$ cat config.mk
export PLATFORM = sky130hd
export DESIGN_NAME = i2c_rstart_gen
export DESIGN_NICKNAME = d
export VERILOG_FILES = /design/src/rtl/rs_pkg.sv /design/src/rtl/rs_sync.sv /design/src/rtl/rs_baud_cnt.sv /design/src/rtl/rs_coll_flag.sv /design/src/rtl/rs_seq_fsm.sv /design/src/rtl/i2c_rstart_gen.sv
export SDC_FILE = /design/constraint.sdc
export NUM_CORES = 1
export LEC_CHECK = 0
export ABC_AREA = 0
export BUFFER_PORTS_ARGS = -buffer_cell sky130_fd_sc_hd__buf_2
export CAP_MARGIN = 20
export CORE_MARGIN = 2
export CORE_UTILIZATION = 40
export CTS_BUF_LIST = sky130_fd_sc_hd__clkbuf_8
export CTS_CLUSTER_SIZE = 12
export DETAILED_ROUTE_END_ITERATION = 12
export GPL_TIMING_DRIVEN = 1
export SKIP_CTS_REPAIR_TIMING = 1
export SYNTH_ARGS = -nofsm -noshare
export SYNTH_HDL_FRONTEND = slang
export SYNTH_SLANG_ARGS = --single-unit
$ cat constraint.sdc
create_clock -name clk -period 2.1 [get_ports clk]
set_input_delay 0.63 -clock clk [delete_from_list [all_inputs] [get_ports clk]]
set_output_delay 0.63 -clock clk [all_outputs]
set_load 0.03 [all_outputs]
$ cat src/rtl/rs_pkg.sv
package rs_pkg;
  typedef enum logic [2:0] {
    ST_IDLE    = 3'd0,
    ST_SETUP   = 3'd1,
    ST_SCL_REL = 3'd2,
    ST_HOLD    = 3'd3,
    ST_SDA_LOW = 3'd4
  } rs_state_e;
endpackage

$ cat src/rtl/rs_sync.sv
module rs_sync #(
  parameter int W      = 2,
  parameter int STAGES = 2,
  parameter bit RST_VAL = 1'b1
) (
  input  logic         clk,
  input  logic         rst_n,
  input  logic [W-1:0] d,
  output logic [W-1:0] q
);
  localparam logic [W-1:0] RST_VEC = {W{RST_VAL}};

  logic [W-1:0] stg [STAGES];

  for (genvar i = 0; i < STAGES; i++) begin : g_stage
    if (i == 0) begin : g_first
      always_ff @(posedge clk or negedge rst_n) begin
        if (!rst_n) stg[i] <= RST_VEC;
        else        stg[i] <= d;
      end
    end else begin : g_rest
      always_ff @(posedge clk or negedge rst_n) begin
        if (!rst_n) stg[i] <= RST_VEC;
        else        stg[i] <= stg[i-1];
      end
    end
  end

  assign q = stg[STAGES-1];
endmodule

$ cat src/rtl/rs_baud_cnt.sv
module rs_baud_cnt #(
  parameter int W = 7
) (
  input  logic         clk,
  input  logic         rst_n,
  input  logic         load,
  input  logic [W-1:0] reload,
  output logic         tick
);
  localparam logic [W-1:0] ONE = W'(1);

  logic [W-1:0] cnt_q;

  always_ff @(posedge clk or negedge rst_n) begin
    if (!rst_n)            cnt_q <= '0;
    else if (load)         cnt_q <= reload;
    else if (cnt_q != '0)  cnt_q <= cnt_q - ONE;
  end

  assign tick = (cnt_q == '0);
endmodule

$ cat src/rtl/rs_coll_flag.sv
module rs_coll_flag (
  input  logic clk,
  input  logic rst_n,
  input  logic set,
  input  logic clr,
  output logic flag
);
  always_ff @(posedge clk or negedge rst_n) begin
    if (!rst_n)   flag <= 1'b0;
    else if (set) flag <= 1'b1;
    else if (clr) flag <= 1'b0;
  end
endmodule

$ cat src/rtl/rs_seq_fsm.sv
module rs_seq_fsm
  import rs_pkg::*;
(
  input  logic clk,
  input  logic rst_n,
  input  logic start_req,
  input  logic sda_s,
  input  logic scl_s,
  input  logic tick,
  output logic cnt_load,
  output logic sda_low,
  output logic scl_low,
  output logic done,
  output logic coll_set
);
  rs_state_e state_q, state_d;
  logic      sda_d, scl_d, done_d;

  always_comb begin
    state_d  = state_q;
    sda_d    = sda_low;
    scl_d    = scl_low;
    done_d   = 1'b0;
    cnt_load = 1'b0;
    coll_set = 1'b0;
    unique case (state_q)
      ST_IDLE: begin
        if (start_req) begin
          sda_d    = 1'b0;
          scl_d    = 1'b1;
          cnt_load = 1'b1;
          state_d  = ST_SETUP;
        end
      end
      ST_SETUP: begin
        if (tick) begin
          scl_d   = 1'b0;
          state_d = ST_SCL_REL;
        end
      end
      ST_SCL_REL: begin
        if (scl_s) begin
          if (!sda_s) begin
            coll_set = 1'b1;
            sda_d    = 1'b0;
            scl_d    = 1'b0;
            state_d  = ST_IDLE;
          end else begin
            cnt_load = 1'b1;
            state_d  = ST_HOLD;
          end
        end
      end
      ST_HOLD: begin
        if (!scl_s) begin
          coll_set = 1'b1;
          sda_d    = 1'b0;
          scl_d    = 1'b0;
          state_d  = ST_IDLE;
        end else if (tick) begin
          sda_d    = 1'b1;
          cnt_load = 1'b1;
          state_d  = ST_SDA_LOW;
        end
      end
      ST_SDA_LOW: begin
        if (tick) begin
          scl_d   = 1'b1;
          done_d  = 1'b1;
          state_d = ST_IDLE;
        end
      end
      default: state_d = ST_IDLE;
    endcase
  end

  always_ff @(posedge clk or negedge rst_n) begin
    if (!rst_n) begin
      state_q <= ST_IDLE;
      sda_low <= 1'b0;
      scl_low <= 1'b0;
      done    <= 1'b0;
    end else begin
      state_q <= state_d;
      sda_low <= sda_d;
      scl_low <= scl_d;
      done    <= done_d;
    end
  end
endmodule

$ cat src/rtl/i2c_rstart_gen.sv
module i2c_rstart_gen #(
  parameter int RELOAD_W    = 7,
  parameter int SYNC_STAGES = 2
) (
  input  logic                clk,
  input  logic                rst_n,
  input  logic                start_req,
  input  logic [RELOAD_W-1:0] reload_val,
  input  logic                sda_in,
  input  logic                scl_in,
  input  logic                clr_coll,
  output logic                sda_drive_low,
  output logic                scl_drive_low,
  output logic                done,
  output logic                coll_flag
);
  localparam int LINES = 2;

  logic [LINES-1:0] line_raw, line_s;
  logic             tick, cnt_load, coll_set;

  assign line_raw = {scl_in, sda_in};

  rs_sync #(.W(LINES), .STAGES(SYNC_STAGES), .RST_VAL(1'b1)) u_sync (
    .clk  (clk),
    .rst_n(rst_n),
    .d    (line_raw),
    .q    (line_s)
  );

  rs_baud_cnt #(.W(RELOAD_W)) u_cnt (
    .clk   (clk),
    .rst_n (rst_n),
    .load  (cnt_load),
    .reload(reload_val),
    .tick  (tick)
  );

  rs_seq_fsm u_fsm (
    .clk      (clk),
    .rst_n    (rst_n),
    .start_req(start_req),
    .sda_s    (line_s[0]),
    .scl_s    (line_s[1]),
    .tick     (tick),
    .cnt_load (cnt_load),
    .sda_low  (sda_drive_low),
    .scl_low  (scl_drive_low),
    .done     (done),
    .coll_set (coll_set)
  );

  rs_coll_flag u_flag (
    .clk  (clk),
    .rst_n(rst_n),
    .set  (coll_set),
    .clr  (clr_coll),
    .flag (coll_flag)
  );
endmodule

# --- Yosys cells after proc, flatten, opt, wreduce, memory -nomap -nowiden ---
# Index checks and enable logic that the tools add are counted.
word_totals:
  ff_bits: 18
  inputBits: 13
  out_inout_bits: 4
  word_cells: 63
classes:
  addsub: 1
  n_eq_ne: 11
  n_mux: 33
  reduce_logical: 10
op_table:
  columns: ["cell", "n"]
  rows:
  - ["two-way mux 1 bit", 19]
  - ["two-way mux 3 bit", 6]
  - ["one-hot mux 3 bit (5 select lines)", 1]
  - ["two-way mux 7 bit", 2]
  - ["inequality test 2 bit, second input constant", 6]
  - ["AND reduction 5 bit", 2]
  - ["zero test 7 bit", 1]
  - ["AND reduction 7 bit", 1]
  - ["nonzero test 7 bit", 1]
  - ["subtractor 7 x 1 -> 7 bit, second input constant", 1]
  - ["== test 3 x 2 -> 1 bit, second input constant", 2]
  - ["one-hot mux 1 bit (3 select lines)", 2]
  - ["one-hot mux 1 bit (5 select lines)", 1]
  - ["nonzero test 5 bit", 1]
  - ["nonzero test 2 bit", 2]
  - ["== test 3 x 1 -> 1 bit, second input constant", 1]
  - ["== test 3 bit, second input constant", 1]
  - ["zero test 3 bit", 1]
  - ["inequality test 3 bit, second input constant", 1]
  - ["nonzero test 3 bit", 1]
  - ["two-way mux 2 bit", 1]
  - ["one-hot mux 1 bit (2 select lines)", 1]

# --- Logic depth before layout (Yosys ltp) ---
depth:
  word_depth: 5
  depth_mapped: 7
  ltp_nobuf: 6

# --- Hierarchy ---
# A second synthesis with hierarchy kept.
hier_totals:
  cells_unflattened: 104
  area_unflattened_um2: 1068.5
modules_own_cells:
  columns: ["mod", "instances", "cells_per_inst", "area_per_inst_um2"]
  rows:
  - ["rs_seq_fsm", 1, 52, 478.0]
  - ["rs_baud_cnt", 1, 43, 434.2]
  - ["rs_sync", 1, 6, 120.1]
  - ["rs_coll_flag", 1, 3, 36.3]

# --- Worst setup path after synthesis ---
# OpenSTA, ideal clock, no wires.
synth_path:
  path_kind: "flip-flop to flip-flop"
  from: "register u_cnt.cnt_q[0]"
  to: "register u_cnt.cnt_q[0]"
  arrival_ns: 1.629
  required_ns: 1.975
  setup_slack_ns: 0.346
  stages_incl_launch_ff: 8
  path_buffers: 1
  path_cell_list: "dfrtp_1 -> inv_1 -> ha_1 -> nor4b_4 -> nand3_1 -> o21a_1 -> buf_6 -> mux2_4"
synth_via:
  elab_chain_cells: 5
synth_lines:
  columns: ["element", "line", "text"]
  rows:
  - ["start, declared", "rs_baud_cnt.sv:12", "logic [W-1:0] cnt_q;"]
  - ["start signal, assigned", "rs_baud_cnt.sv:16", "else if (load) cnt_q <= reload;"]
  - ["start signal, assigned", "rs_baud_cnt.sv:17", "else if (cnt_q != '0) cnt_q <= cnt_q - ONE;"]
  - ["parallel branches: the longest is 5 deep, another holds subtractor 7 x 1 -> 7 bit", null, null]
# Parallel ways; which one is timed is not known. The select of a mux whose other input is x is not followed.
# A chain may end at the register's enable or synchronous reset.

# --- Final worst setup path ---
# Same ends and word-level chain as after synthesis.

==> reports/results.ini <==
[status]
outcome=completed

[timing]
post_route_setup_tns_ns=0
final-max-slew-violation-count=0
setup_viol=0
final.hold.worst_slack_ns=0.297
period_minus_ws_final_ns=1.94
max_clock_freq_mhz=516
final_min_period_over_clock_period_pct=92.3
final_hold_viol_count=0
grt_setup_unrepaired=no
slew_headroom_pct=70.9
tightest_slew_ns=0.436
fin_skew_ns=0.00287

[pwr]
netSwitchingPower_w=0.000498
intPower_w=0.000941
vdd_ir_drop_max_mv=0.618
clockPowerShare_pct=19.7
seq_power_share_pct=39.5
power_leakage_nw=0.564
power-per-cell-area_nw_per_um2=1260
power.share.switching_pct=34.6
comb_power_share_pct=40.8
totalPowerFinal_w=0.00144

[synth]
netlist-cell-type-count=37
synth.ff_latch_count=18
synthesis.instances=89
synthesis.nets=104
ys_dominant_reg_cell=sky130_fd_sc_hd__dfrtp_1
number_of_flops_mapped_to_enable_cells_by_yosys=0
ys.warnings.count=0
synthArstFlopShare_pct=100
synth_seq_area_share_pct=47.0
mappedNetlistArea_sq_um=970
post_synth.cell_area_avg_sq_um=10.9

[layout]
antennaDiodeCount=0
finish.utilization_pct=50.7
layout.nets=126
layout_commonest_cell=sky130_fd_sc_hd__buf_2
sequential_cell_area_sq_um=455
nFillCells=217
multi_input_area_sq_um=454
layout-area-overhead-vs-synth_pct=17.9
layout_common_cells=16 x sky130_fd_sc_hd__buf_2, 14 x sky130_fd_sc_hd__dfrtp_1, 9 x sky130_fd_sc_hd__inv_1
layoutNonFillerInstCount=138
fraction_of_layout_cells_with_a_size_suffix_above_1_pct=36.4

[critical_path]
worst_setup_path_start_kind=flop
reg2reg_depth=6
crit_start=u_cnt.cnt_q[0]
worst_r2r_endpoint=u_cnt.cnt_q[0]
endpoint=u_cnt.cnt_q[0]
cp_slowest_cell=sky130_fd_sc_hd__dfrtp_1
reg2reg_slack_ns=0.16
timing.critical_path.to_type=flop
crit-reg2reg-launch=u_cnt.cnt_q[0]
max_stage_delay_ns=0.38
crit_path_cell_trace=inv_1 > ha_1 > nor4b_4 > nand3_1 > o21a_1 > mux2_4
worst_ep_arrival_time_ns=2.08
cp_max_fo=7
path_class=flop to flop
cp_required_ns=2.24

[drt]
drt-initial-drc-count=10
number_of_design_rule_violations_left_after_detail_routing=0
routed-via-count=704
detail_route.vias_per_cell=5.10
avgRoutedWirePerCell_um=12.8
detail_route.wirelength_um=1770
ant_nets=0
drt-pass1-iter-count=4

[global_route]
maximum_number_of_pins_on_one_net_before_global_route_repair=19
grt_antenna_before_repair=0
number_of_global_route_vias_before_repair=724
global_route.overflow_total=0
global_route_wire_length_before_repair_um=3190
total_routing_resource_utilization_after_global_routing_pct=15.8

[floorplanning]
placementRows=17
top_level_ports=17
initial_utilization_pct=43.0
die_w_um=53.2
core-area_sq_um=2250
die_y_um=53.2
dieArea_sq_um=2830

[clock_tree]
tritoncts=built
clkLatencyLatePin_ns=0.25
worst_setup_hold_path_clk_slew_ns=0.07
clockRootBuffer=sky130_fd_sc_hd__clkbuf_8
cts-root-to-sink-buffers=2
tritoncts_num_sinks=18
numCtsBuffers=3
cts_htree_levels=1

[placement]
placedCellCount=134
portBuffers=16
dp_hpwl_um=1270
finalWeightedCongestion=0.812

[hold_path]
timing.hold.worst.class=input port to async pin

[flow_run]
drv_cap=0

[flip-flops by register name (all words and copies together), names as in the netlist]
register and count:
u_fsm.scl_low 1, u_flag.flag 1, u_fsm.state_q 3, u_sync.stg 2, u_sync.q 2, u_fsm.done 1, u_fsm.sda_low 1, u_cnt.cnt_q 7
[per-layer routing]
layer | up-vias | part of all wire (%) | global-route usage (%)
met3 | 4 | 3.9 | 3.39
met1 | 320 | 52 | 21.9
li1 | 361 | - | -
met5 | - | 0 | 0
met2 | 19 | 42 | 23.0
met4 | 0 | 1.5 | 7.69
[worst min path at each step]
stage               slack, ns              to           from
floorplan                0.33  u_cnt.cnt_q[0]          rst_n
global placement         0.35     u_sync.q[0]  u_sync.stg[2]
detailed placement       0.35     u_sync.q[0]  u_sync.stg[2]
CTS                      0.31  u_cnt.cnt_q[5]          rst_n
global route             0.33  u_cnt.cnt_q[5]          rst_n
finish                   0.30   u_fsm.sda_low          rst_n
[cells in the mapped netlist (all sizes together) (2+ instances only)]
| library cell | n | area (sq um) |
|---|---|---|
| a21oi | 6 | 30.0 |
| dfrtp | 14 | 350 |
| mux2 | 5 | 71.3 |
| nand2 | 3 | 13.8 |
| nor2 | 4 | 15.0 |
| nor3 | 3 | 15.0 |
| nor4 | 2 | 12.5 |
| xnor2 | 2 | 17.5 |
| dfstp | 4 | 105 |
| ha | 2 | 25.0 |
| inv | 9 | 33.8 |
| nand3 | 3 | 15.0 |
| mux2i | 4 | 40.0 |
| o21ai | 6 | 30.0 |
| buf | 2 | 22.5 |
[final cells by class]
cell class              count  share of cell area [%]
flip-flops and latches     18                    39.8
well taps                  28                    3.06
repair buffers             20                    9.63
clock buffers               4                    4.81
multi-input cells          59                    39.7
inverters                   9                    2.95
[kinds of logic after synthesis]
family,share of synthesized area (%)
DFF,47.0
muxes,11.5
and+or+nand+nor,17.2
xor gates and xnor gates,1.81
AOI/OAI and AO/OA,13.8
adders and majority gates,2.58
buffers and inverters,6.19
[metrics by stage]
step	cell area, sq um	worst slack [ns]
CTS	1140	0.159
global placement	1090	0.169
floorplan	970	0.346
global route	1140	0.0546
detailed placement	1090	0.176
finish	1140	0.161
[power groups by stage]
| stage | Sequential (W) | Combinational, W | Clock (W) |
|---|---|---|---|
| 2_1_floorplan | 0.000576 | 0.000473 | 0 |
| 3_3_place_gp | 0.000569 | 0.000581 | 0 |
| 3_5_place_dp | 0.000573 | 0.000588 | 0 |
| 4_1_cts | 0.000567 | 0.000591 | 0.000297 |
| 5_1_grt | 0.000585 | 0.000662 | 0.000315 |
| 6_report | 0.000569 | 0.000586 | 0.000284 |
[critical path, delay by kind of cell, from the launching register on]
kind / cells / cell delay, ns
buffers and inverters: 1 / 0.11
AND/OR/NAND/NOR: 2 / 0.50
adder cells (fa/ha/maj): 1 / 0.20
AO/OA/AOI/OAI: 1 / 0.30
multiplexers: 1 / 0.35
flip-flops: 1 / 0.38
(Power assumes the default switching activity.)
